**src/rtl/tmr_pkg.sv**
```systemverilog
package tmr_pkg;

    typedef enum logic [2:0] {
        M_TERM    = 3'd0,
        M_ONESHOT = 3'd1,
        M_RATE    = 3'd2,
        M_SQUARE  = 3'd3,
        M_SWSTB   = 3'd4,
        M_HWSTB   = 3'd5
    } tmr_mode_e;

    // codes 6 and 7 alias the rate and square modes
    function automatic tmr_mode_e fold_mode(input logic [2:0] code);
        if (code[2:1] == 2'b11) begin
            return tmr_mode_e'({1'b0, code[1:0]});
        end
        return tmr_mode_e'(code);
    endfunction

    function automatic logic gate_is_level(input tmr_mode_e m);
        return (m == M_TERM) || (m == M_SWSTB);
    endfunction

endpackage

```
**src/rtl/tmr_gate_ctl.sv**
```systemverilog
module tmr_gate_ctl
    import tmr_pkg::*;
#(
    parameter bit GATE_INIT = 1'b1
) (
    input  logic      clk,
    input  logic      rst_n,
    input  logic      cnt_en,
    input  logic      gate,
    input  tmr_mode_e mode,
    output logic      tick,
    output logic      gate_rise
);

    typedef struct packed {
        logic gate_prev;
    } gctl_t;

    gctl_t st_d, st_q;
    logic  level_mode;

    always_comb begin
        st_d           = st_q;
        st_d.gate_prev = gate;
        level_mode     = gate_is_level(mode);
        tick           = cnt_en & (gate | ~level_mode);
        gate_rise      = gate & ~st_q.gate_prev & ~level_mode;
    end

    always_ff @(posedge clk or negedge rst_n) begin
        if (!rst_n) begin
            st_q <= '{gate_prev: GATE_INIT};
        end else begin
            st_q <= st_d;
        end
    end

    // an edge is reported for a single cycle only
    p_rise_single_r9: assert property (@(posedge clk) disable iff (!rst_n)
        gate_rise |=> !gate_rise);

endmodule

```
**src/rtl/tmr_reload.sv**
```systemverilog
module tmr_reload
    import tmr_pkg::*;
#(
    parameter int W = 16
) (
    input  logic [W-1:0] reload_val,
    input  tmr_mode_e    mode,
    output logic [W-1:0] start_val,
    output logic [W-1:0] low_val
);

    logic [W-1:0] even_up;
    logic [W-1:0] even_dn;

    always_comb begin
        // odd periods: the high half gets the extra count
        even_up   = reload_val + W'(reload_val[0]);
        even_dn   = {reload_val[W-1:1], 1'b0};
        start_val = (mode == M_SQUARE) ? even_up : reload_val;
        low_val   = even_dn;
    end

endmodule

```
**src/rtl/tmr_core.sv**
```systemverilog
module tmr_core
    import tmr_pkg::*;
#(
    parameter int W = 16
) (
    input  logic         clk,
    input  logic         rst_n,
    input  logic         load_stb,
    input  logic [W-1:0] load_val,
    input  logic [2:0]   load_mode,
    input  logic         tick,
    input  logic         gate_rise,
    input  logic [W-1:0] start_val,
    input  logic [W-1:0] low_val,
    output logic [W-1:0] calc_val,
    output tmr_mode_e    calc_mode,
    output logic [W-1:0] count_o,
    output logic         out_o,
    output tmr_mode_e    mode_o
);

    localparam logic [W-1:0] ONE = W'(1);
    localparam logic [W-1:0] TWO = W'(2);

    typedef struct packed {
        logic [W-1:0] count;
        logic [W-1:0] reload;
        tmr_mode_e    mode;
        logic         out;
        logic         run;
        logic         fired;
    } core_t;

    core_t st_d, st_q;

    assign calc_val  = load_stb ? load_val : st_q.reload;
    assign calc_mode = load_stb ? fold_mode(load_mode) : st_q.mode;

    always_comb begin
        st_d = st_q;
        if (load_stb) begin
            st_d.mode   = fold_mode(load_mode);
            st_d.reload = load_val;
            st_d.count  = start_val;
            st_d.fired  = 1'b0;
            unique case (fold_mode(load_mode))
                M_TERM: begin
                    st_d.out = 1'b0;
                    st_d.run = 1'b1;
                end
                M_ONESHOT, M_HWSTB: begin
                    st_d.out = 1'b1;
                    st_d.run = 1'b0;
                end
                default: begin
                    st_d.out = 1'b1;
                    st_d.run = 1'b1;
                end
            endcase
        end else if (gate_rise) begin
            st_d.count = start_val;
            st_d.fired = 1'b0;
            st_d.run   = 1'b1;
            st_d.out   = (st_q.mode != M_ONESHOT);
        end else if (tick && st_q.run) begin
            unique case (st_q.mode)
                M_TERM, M_ONESHOT: begin
                    st_d.count = st_q.count - ONE;
                    if (st_q.count == ONE) begin
                        st_d.out = 1'b1;
                    end
                end
                M_RATE: begin
                    if (st_q.count == ONE) begin
                        st_d.count = st_q.reload;
                        st_d.out   = 1'b0;
                    end else begin
                        st_d.count = st_q.count - ONE;
                        st_d.out   = 1'b1;
                    end
                end
                M_SQUARE: begin
                    if (st_q.count == TWO) begin
                        st_d.out   = ~st_q.out;
                        st_d.count = st_q.out ? low_val : start_val;
                    end else begin
                        st_d.count = st_q.count - TWO;
                    end
                end
                default: begin
                    st_d.count = st_q.count - ONE;
                    st_d.out   = !((st_q.count == ONE) && !st_q.fired);
                    if (st_q.count == ONE) begin
                        st_d.fired = 1'b1;
                    end
                end
            endcase
        end
    end

    always_ff @(posedge clk or negedge rst_n) begin
        if (!rst_n) begin
            st_q <= '{count: '0, reload: '0, mode: M_SQUARE,
                      out: 1'b1, run: 1'b1, fired: 1'b0};
        end else begin
            st_q <= st_d;
        end
    end

    assign count_o = st_q.count;
    assign out_o   = st_q.out;
    assign mode_o  = st_q.mode;

    // flag stays set until the next load
    p_flag_sticky_r3: assert property (@(posedge clk) disable iff (!rst_n)
        (st_q.mode == M_TERM && st_q.out && !load_stb) |=> st_q.out);

    // waiting one-shot keeps out high
    p_oneshot_idle_r4: assert property (@(posedge clk) disable iff (!rst_n)
        (st_q.mode == M_ONESHOT && !st_q.run) |-> st_q.out);

    // rate pulse lasts one tick when N is not 1
    p_rate_pulse_r5: assert property (@(posedge clk) disable iff (!rst_n)
        (st_q.mode == M_RATE && !st_q.out && st_q.reload != ONE &&
         tick && !load_stb && !gate_rise) |=> st_q.out);

    // square-wave count is always even
    p_square_even_r6: assert property (@(posedge clk) disable iff (!rst_n)
        (st_q.mode == M_SQUARE) |-> !st_q.count[0]);

    // strobe low for one tick interval
    p_strobe_one_r7: assert property (@(posedge clk) disable iff (!rst_n)
        ((st_q.mode == M_SWSTB || st_q.mode == M_HWSTB) && !st_q.out &&
         tick && !load_stb && !gate_rise) |=> st_q.out);

    // no tick, no load, no restart -> nothing moves
    p_hold_no_tick_r12: assert property (@(posedge clk) disable iff (!rst_n)
        (!load_stb && !gate_rise && !tick) |=>
            ($stable(st_q.count) && $stable(st_q.out)));

endmodule

```
**src/rtl/tmr_channel.sv**
```systemverilog
module tmr_channel
    import tmr_pkg::*;
#(
    parameter int W          = 16,
    parameter int CHAN_INDEX = 0
) (
    input  logic         clk,
    input  logic         rst_n,
    input  logic         cnt_en,
    input  logic         gate,
    input  logic         load_stb,
    input  logic [W-1:0] load_val,
    input  logic [2:0]   mode_sel,
    output logic         out,
    output logic [W-1:0] count
);

    localparam bit GATE_INIT = (CHAN_INDEX != 2);

    logic         tick;
    logic         gate_rise;
    logic [W-1:0] calc_val;
    tmr_mode_e    calc_mode;
    logic [W-1:0] start_val;
    logic [W-1:0] low_val;
    tmr_mode_e    cur_mode;

    tmr_gate_ctl #(.GATE_INIT(GATE_INIT)) u_gate (
        .clk       (clk),
        .rst_n     (rst_n),
        .cnt_en    (cnt_en),
        .gate      (gate),
        .mode      (cur_mode),
        .tick      (tick),
        .gate_rise (gate_rise)
    );

    tmr_reload #(.W(W)) u_reload (
        .reload_val (calc_val),
        .mode       (calc_mode),
        .start_val  (start_val),
        .low_val    (low_val)
    );

    tmr_core #(.W(W)) u_core (
        .clk       (clk),
        .rst_n     (rst_n),
        .load_stb  (load_stb),
        .load_val  (load_val),
        .load_mode (mode_sel),
        .tick      (tick),
        .gate_rise (gate_rise),
        .start_val (start_val),
        .low_val   (low_val),
        .calc_val  (calc_val),
        .calc_mode (calc_mode),
        .count_o   (count),
        .out_o     (out),
        .mode_o    (cur_mode)
    );

    // a load is visible on count the next cycle (non-square modes)
    p_load_visible_r2: assert property (@(posedge clk) disable iff (!rst_n)
        (load_stb && mode_sel != 3'd3 && mode_sel != 3'd7) |=>
            (count == $past(load_val)));

    // level-gated modes hold while gate is low
    p_level_hold_r10: assert property (@(posedge clk) disable iff (!rst_n)
        ((cur_mode == M_TERM || cur_mode == M_SWSTB) && !gate && !load_stb) |=>
            $stable(count));

endmodule

```
**config.mk**
```make
export PLATFORM = sky130hd
export DESIGN_NAME = tmr_channel
export DESIGN_NICKNAME = d
export VERILOG_FILES = /design/src/rtl/tmr_pkg.sv /design/src/rtl/tmr_gate_ctl.sv /design/src/rtl/tmr_reload.sv /design/src/rtl/tmr_core.sv /design/src/rtl/tmr_channel.sv
export SDC_FILE = /design/constraint.sdc
export NUM_CORES = 1
export LEC_CHECK = 0
export ABC_AREA = 1
export BUFFER_PORTS_ARGS = -buffer_cell sky130_fd_sc_hd__buf_2
export CAP_MARGIN = 20
export CORE_MARGIN = 3
export CORE_UTILIZATION = 60
export DETAILED_ROUTE_END_ITERATION = 12
export PLACE_DENSITY = 0.81
export SYNTH_ARGS = -nofsm -noshare
export SYNTH_HDL_FRONTEND = slang
export SYNTH_SLANG_ARGS = --single-unit
export TNS_END_PERCENT = 30
```
**constraint.sdc**
```tcl
create_clock -name clk -period 2.74 [get_ports clk]
set_clock_uncertainty 0.2 [all_clocks]
set_input_delay 0.137 -clock clk [delete_from_list [all_inputs] [get_ports clk]]
set_output_delay 0.137 -clock clk [all_outputs]
set_load 0.005 [all_outputs]
```
; Word level (Yosys, flattened, before mapping)
; Cells that the tools add are included.
[word_totals]
in_bits = 24
latch_bits = 0
romBits = 0
out_inout_bits = 17
ramBits = 0
register_bits = 39
memories = 0
wordCells = 74
[classes]
addsub = 3
div = 0
shift = 0
n_bitwise = 7
n_mux = 28
n_eq_ne = 14
n_mul = 0
n_reduce_logical = 15
order_cmp = 0
[op_table]
columns = operator, count
row1 = $mux W16, 8
row2 = $pmux W16 S2, 1
row3 = $mux W3, 6
row4 = $add A16 B1 Y16, 1
row5 = $eq A16 B1 Y1 const B, 1
row6 = $eq A16 B2 Y1 const B, 1
row7 = $sub A16 B1 Y16 const B, 1
row8 = $sub A16 B2 Y16 const B, 1
row9 = $mux W1, 11
row10 = $eq A3 B2 Y1 const B, 3
row11 = $ne A4 B3 Y1 const B, 2
row12 = $eq A3 B1 Y1 const B, 2
row13 = $eq A3 B3 Y1 const B, 2
row14 = $logic_not A3 Y1, 2
row15 = $ne A3 B1 Y1 const B, 2
row16 = $reduce_and A3 Y1, 2
row17 = $reduce_bool A3 Y1, 2
row18 = $pmux W2 S2, 1
row19 = $reduce_or A2 Y1, 2
row20 = $reduce_or A4 Y1, 1
row21 = $and A1 B1 Y1, 3
row22 = $not A1 Y1, 3
row23 = $pmux W1 S3, 1
row24 = $eq A2 B2 Y1 const B, 1
row25 = 5 further kinds, 7

; Longest topological paths before layout
[depth]
word_depth = 12
ltp_mapped = 17
depth_no_buf = 16

; By module
; From an unflattened synthesis, not the netlist that was laid out.
[hier_totals]
hier_cells = 673
hier_area_um2 = 4185.3
[by_module_without_submodules]
columns = mod, area_each_um2, seq_area_each_um2, n_inst, cells_per_inst
row1 = tmr_core, 3499.6, 955.9, 1, 558
row2 = tmr_reload, 625.6, 0.0, 1, 107
row3 = tmr_gate_ctl, 60.1, 26.3, 1, 8

; Worst setup path after synthesis
; Ideal clock, no wire load.
[synth_path]
kind = register to register
from = reg u_core.st_q, in the netlist u_core.count_o[1]
to = reg u_core.st_q, in the netlist u_core.count_o[13]
path_slack_ps = 692
t_arrival_ps = 1731
path_buffers = 0
t_required_ps = 2424
period_less_slack_ps = 2048
path_stages_with_launch = 13
setup_ps = 116
cell_sequence = dfrtp_1 -> inv_1 -> ha_1 -> nand2_1 -> nor2_1 -> nand2_1 -> nor2_1 -> nand2_1 -> xor2_1 -> a21oi_1 -> nand2_1 -> nand2_1 -> nand2_1
[synth_via]
elab_chain_cells = 6
elab_cells_between_ends = 10
cone_classes = add/sub: 2 / eq/ne: 2 / mux: 6
[synth_rtl]
columns = element, line
row1 = "start, declared", tmr_core.sv:34  ; core_t st_d, st_q;
row2 = "start signal, assigned", tmr_core.sv:103  ; st_q <= '{count: '0, reload: '0, mode: M_SQUARE,
row3 = "start signal, assigned", tmr_core.sv:106  ; st_q <= st_d;
row4 = $sub A16 B2 Y16 (tied with other cells), tmr_core.sv:87  ; st_d.count = st_q.count - TWO;
row5 = $mux W16 (on tied branches), "tmr_core.sv:83, tmr_core.sv:74"
row6 = $pmux W16 S2 (*), tmr_core.sv:66  ; unique case (st_q.mode)
row7 = $mux W16 (*), tmr_core.sv:65  ; end else if (tick && st_q.run) begin
row8 = $mux W16 (*), tmr_core.sv:60  ; end else if (gate_rise) begin
row9 = $mux W16 (*), tmr_core.sv:41  ; if (load_stb) begin
; Mark *: on every way between the ends. The rest lies on a longest branch, timed or not. The select of a mux whose other input is x is not followed.
; A chain may end at the register's enable or synchronous reset.

; Final worst setup path
; Ends and elaborated chain as after synthesis.

==> run metrics <==
number of buffer cells added on primary ports=40; top cell type by total area after synthesis=sky130_fd_sc_hd__dfrtp_1; relative slew slack=0.367; floorplan die height=85.6 um; number of hold-slack violations in the final timing report=0; number of buffers created by CTS=5; data required time at the worst endpoint=2.73 ns; slew at the pin closest to its max-slew limit=0.949 ns; beginning of the worst register-to-register path=u_core.count_o[1]$_DFFE_PN0P_; critical path endpoint category=register; area of the core region=0.00603 sq mm; clock-pin slew on the worst setup and hold paths=0.08 ns; critical-path maximum fanout=6; endpoint arrival time on the critical path=approximately 2.5 ns; result of the run=finished clean; area overhead of the layout relative to synthesis=11.8%; clock tree from TritonCTS=done; Longest Clk Path Bufs=2; number of cells produced by synthesis=590; number of remaining DRC errors=0; clock latency on the worst-skew pair=a little under 0.3 ns; Placed Cells incl. Taps=~690; post-route fraction of the period consumed by the critical path=0.899; fin cells=715; Total Power Consumption=2.17 mW; number of distinct library cells after synthesis=43; post-CTS setup repair buffer count=0; launch instance of the worst min-delay path=load_val[1]; Antenna Cells=0; count of pins over their slew limit=0; Tmin final=2.46 ns; net count after synthesis=620; Post-Route M1 WL=5190 um; Max Freq=406 MHz; met2 wirelength from detailed routing=5070 um; sum of met3 wire segment lengths after detailed routing=around 900 um; crit start category=register; commonest non-fill, non-tap cell in the layout=sky130_fd_sc_hd__nand2_1; total standard cell area after synthesis=0.00380 sq mm; count of fill cells added during filler insertion=roughly 530; Iter 0 DRT Violations=374; Final setup violation count=0; number of antenna violations at the first check in global routing=0; Avg Inst Size Synth=6.44 sq um; CP startpoint=u_core.count_o[1]$_DFFE_PN0P_; routed vias=4057; Tightest Hold Check Type=in -> reg; Die ar.=roughly 0.0073 sq mm; Post-synth EDFFs=0; half-perimeter wire length after detailed placement=8400 um; sum of negative setup slack=0 ns; number of synthesized register bits=39; post-layout util=0.705; Die X-Extent=85.6 um; Ports=41; total track usage=0.321; WL per Instance=between 15 and 20 um; area share of the largest cell type after synthesis=0.224; routed wire length=11400 um; nets=669; routed via count divided by cell count=5.67; top_reg_cell synth=sky130_fd_sc_hd__dfrtp_1; first-pass GRT wire length=roughly 19000 um; total number of yosys warnings=0; static power due to leakage=2.14 nW; clock root buffer master=sky130_fd_sc_hd__clkbuf_8; highest metal layer used by the detailed router=met4; overflow left after global routing=0; Area contributors post-synth=sky130_fd_sc_hd__dfrtp_1 22%, sky130_fd_sc_hd__nand2_1 19%, sky130_fd_sc_hd__inv_1 6.0%, sky130_fd_sc_hd__a21oi_1 5.7%, sky130_fd_sc_hd__nor2_1 4.9%; commonest non-fill, non-tap cells in the layout=195 x sky130_fd_sc_hd__nand2_1, 61 x sky130_fd_sc_hd__inv_1, 50 x sky130_fd_sc_hd__nor2_1, 43 x sky130_fd_sc_hd__a21oi_1, 40 x sky130_fd_sc_hd__buf_2; Async SR Flop Fraction=1.00; sequential element share of the synthesized area=0.259; starting density of the core=0.630; Initial DRT Pass Iterations=5; via count of the first global-routing pass=3764; standard-cell rows=28; Final Wtd Congestion=0.959; IR drop worst, VDD=0.339 mV; critical path start-end classification=reg -> reg; power density of the placed cells=a little over 500 mW/mm^2; proportion of layout cells with a drive suffix above 1=0.172; CTS sink count=39; count of antenna-violating nets left after detailed routing=0; setup repair after global routing missed its margin=false; total of max-cap violations=0; pin count of the biggest net entering global routing=40; number of levels the H-tree was split into=2
area by class of cell:
cell class	instances	area [sq um]	area share
Tap cell	75	93.8	0.0221
Sequential cell	39	982	0.231
Inverter	67	251	0.0592
Clock buffer	6	82.6	0.0194
Multi-Input combinational cell	451	2290	0.540
Clock inverter	2	35.0	0.00825
Timing Repair Buffer	75	510	0.120
path summary, 6_finish.rpt:
| check | endpoint | slack (ns) | cells past startpoint |
|---|---|---|---|
| max | u_core.count_o[13]$_DFFE_PN0P_ | 0.28 | 13 |
| min | u_core.st_q[7]$_DFFE_PN0P_ | 0.01 | 3 |
| max reg2reg | u_core.count_o[13]$_DFFE_PN0P_ | 0.28 | 13 |
| min reg2reg | u_core.st_q[0]$_DFFE_PN0P_ | 0.30 | 1 |
| max in group asynchronous | u_core.st_q[18]$_DFFE_PN0P_ | 1.42 | 2 |
| min in group asynchronous | u_core.count_o[3]$_DFFE_PN0P_ | 0.33 | 2 |
report_power, final:
part | switching, mW | internal, mW
Combinational | 0.559 | 0.328
Sequential | 0.0982 | 0.663
Clock | 0.223 | 0.295
cell usage after synthesis (all sizes together) (5+ instances only):
cell,number
clkbuf,7
ha,6
xor2,17
nand2,212
dfrtp,34
inv,64
buf,25
nand4,12
nor3,6
dfstp,5
a21oi,43
nor2,58
o21ai,49
xnor2,6
nand3,30
registers in the layout, summed over array words and instances, names as in the netlist:
signal,count
u_core.out_o,1
u_gate.st_q,1
u_core.mode_o,3
u_core.count_o,16
u_core.st_q,18
cells by family after synthesis:
family	after synthesis	synth area share
AOI/OAI and AO/OA	99	0.150
xor gates and xnor gates	23	0.0530
adders and majority gates	6	0.0198
buffers and inverters	100	0.138
DFF	39	0.259
and+or+nand+nor	323	0.380
stage by stage:
| stage | instance area, sq um | setup WS (ns) | hold slack (ns) |
|---|---|---|---|
| floorplan | 3800 | 0.692 | -0.359 |
| global placement | 3940 | 0.289 | 0.0621 |
| CTS | 4250 | 0.320 | 0.000707 |
| finish | 4250 | 0.276 | 0.0140 |
| detailed placement | 3940 | 0.233 | 0.0668 |
| global route | 4250 | 0.106 | 0.0490 |
metal layers:
layer  vias to the layer above  global-route usage
met3                        25              0.0461
met2                       210               0.508
li1                       1966                   -
met1                      1856               0.464
met5                         -                   0
met4                         0              0.0777
repair_timing:
| item | 4_1_cts | 5_1_grt |
|---|---|---|
| hold buffers | 19 | 0 |
| gates resized for setup | 0 | 0 |
| hold endpoints to repair | 53 | 0 |
| endpoints found under the setup margin | 0 | 0 |
worst max-delay path, stage by stage (launching register included):
cell and delay [ns]:
sky130_fd_sc_hd__dfrtp_1 0.43, sky130_fd_sc_hd__inv_1 0.20, sky130_fd_sc_hd__ha_1 0.20, sky130_fd_sc_hd__nand2_1 0.11
sky130_fd_sc_hd__nor2_1 0.26, sky130_fd_sc_hd__nand2_1 0.15, sky130_fd_sc_hd__nor2_1 0.21, sky130_fd_sc_hd__o21ai_0 0.11
sky130_fd_sc_hd__a21oi_1 0.20, sky130_fd_sc_hd__nor2_1 0.06, sky130_fd_sc_hd__nand2_1 0.08, sky130_fd_sc_hd__nand2_1 0.04
sky130_fd_sc_hd__nand2_1 0.06, sky130_fd_sc_hd__nand2_1 0.05
No activity file was read; power rests on OpenSTA's default activity.
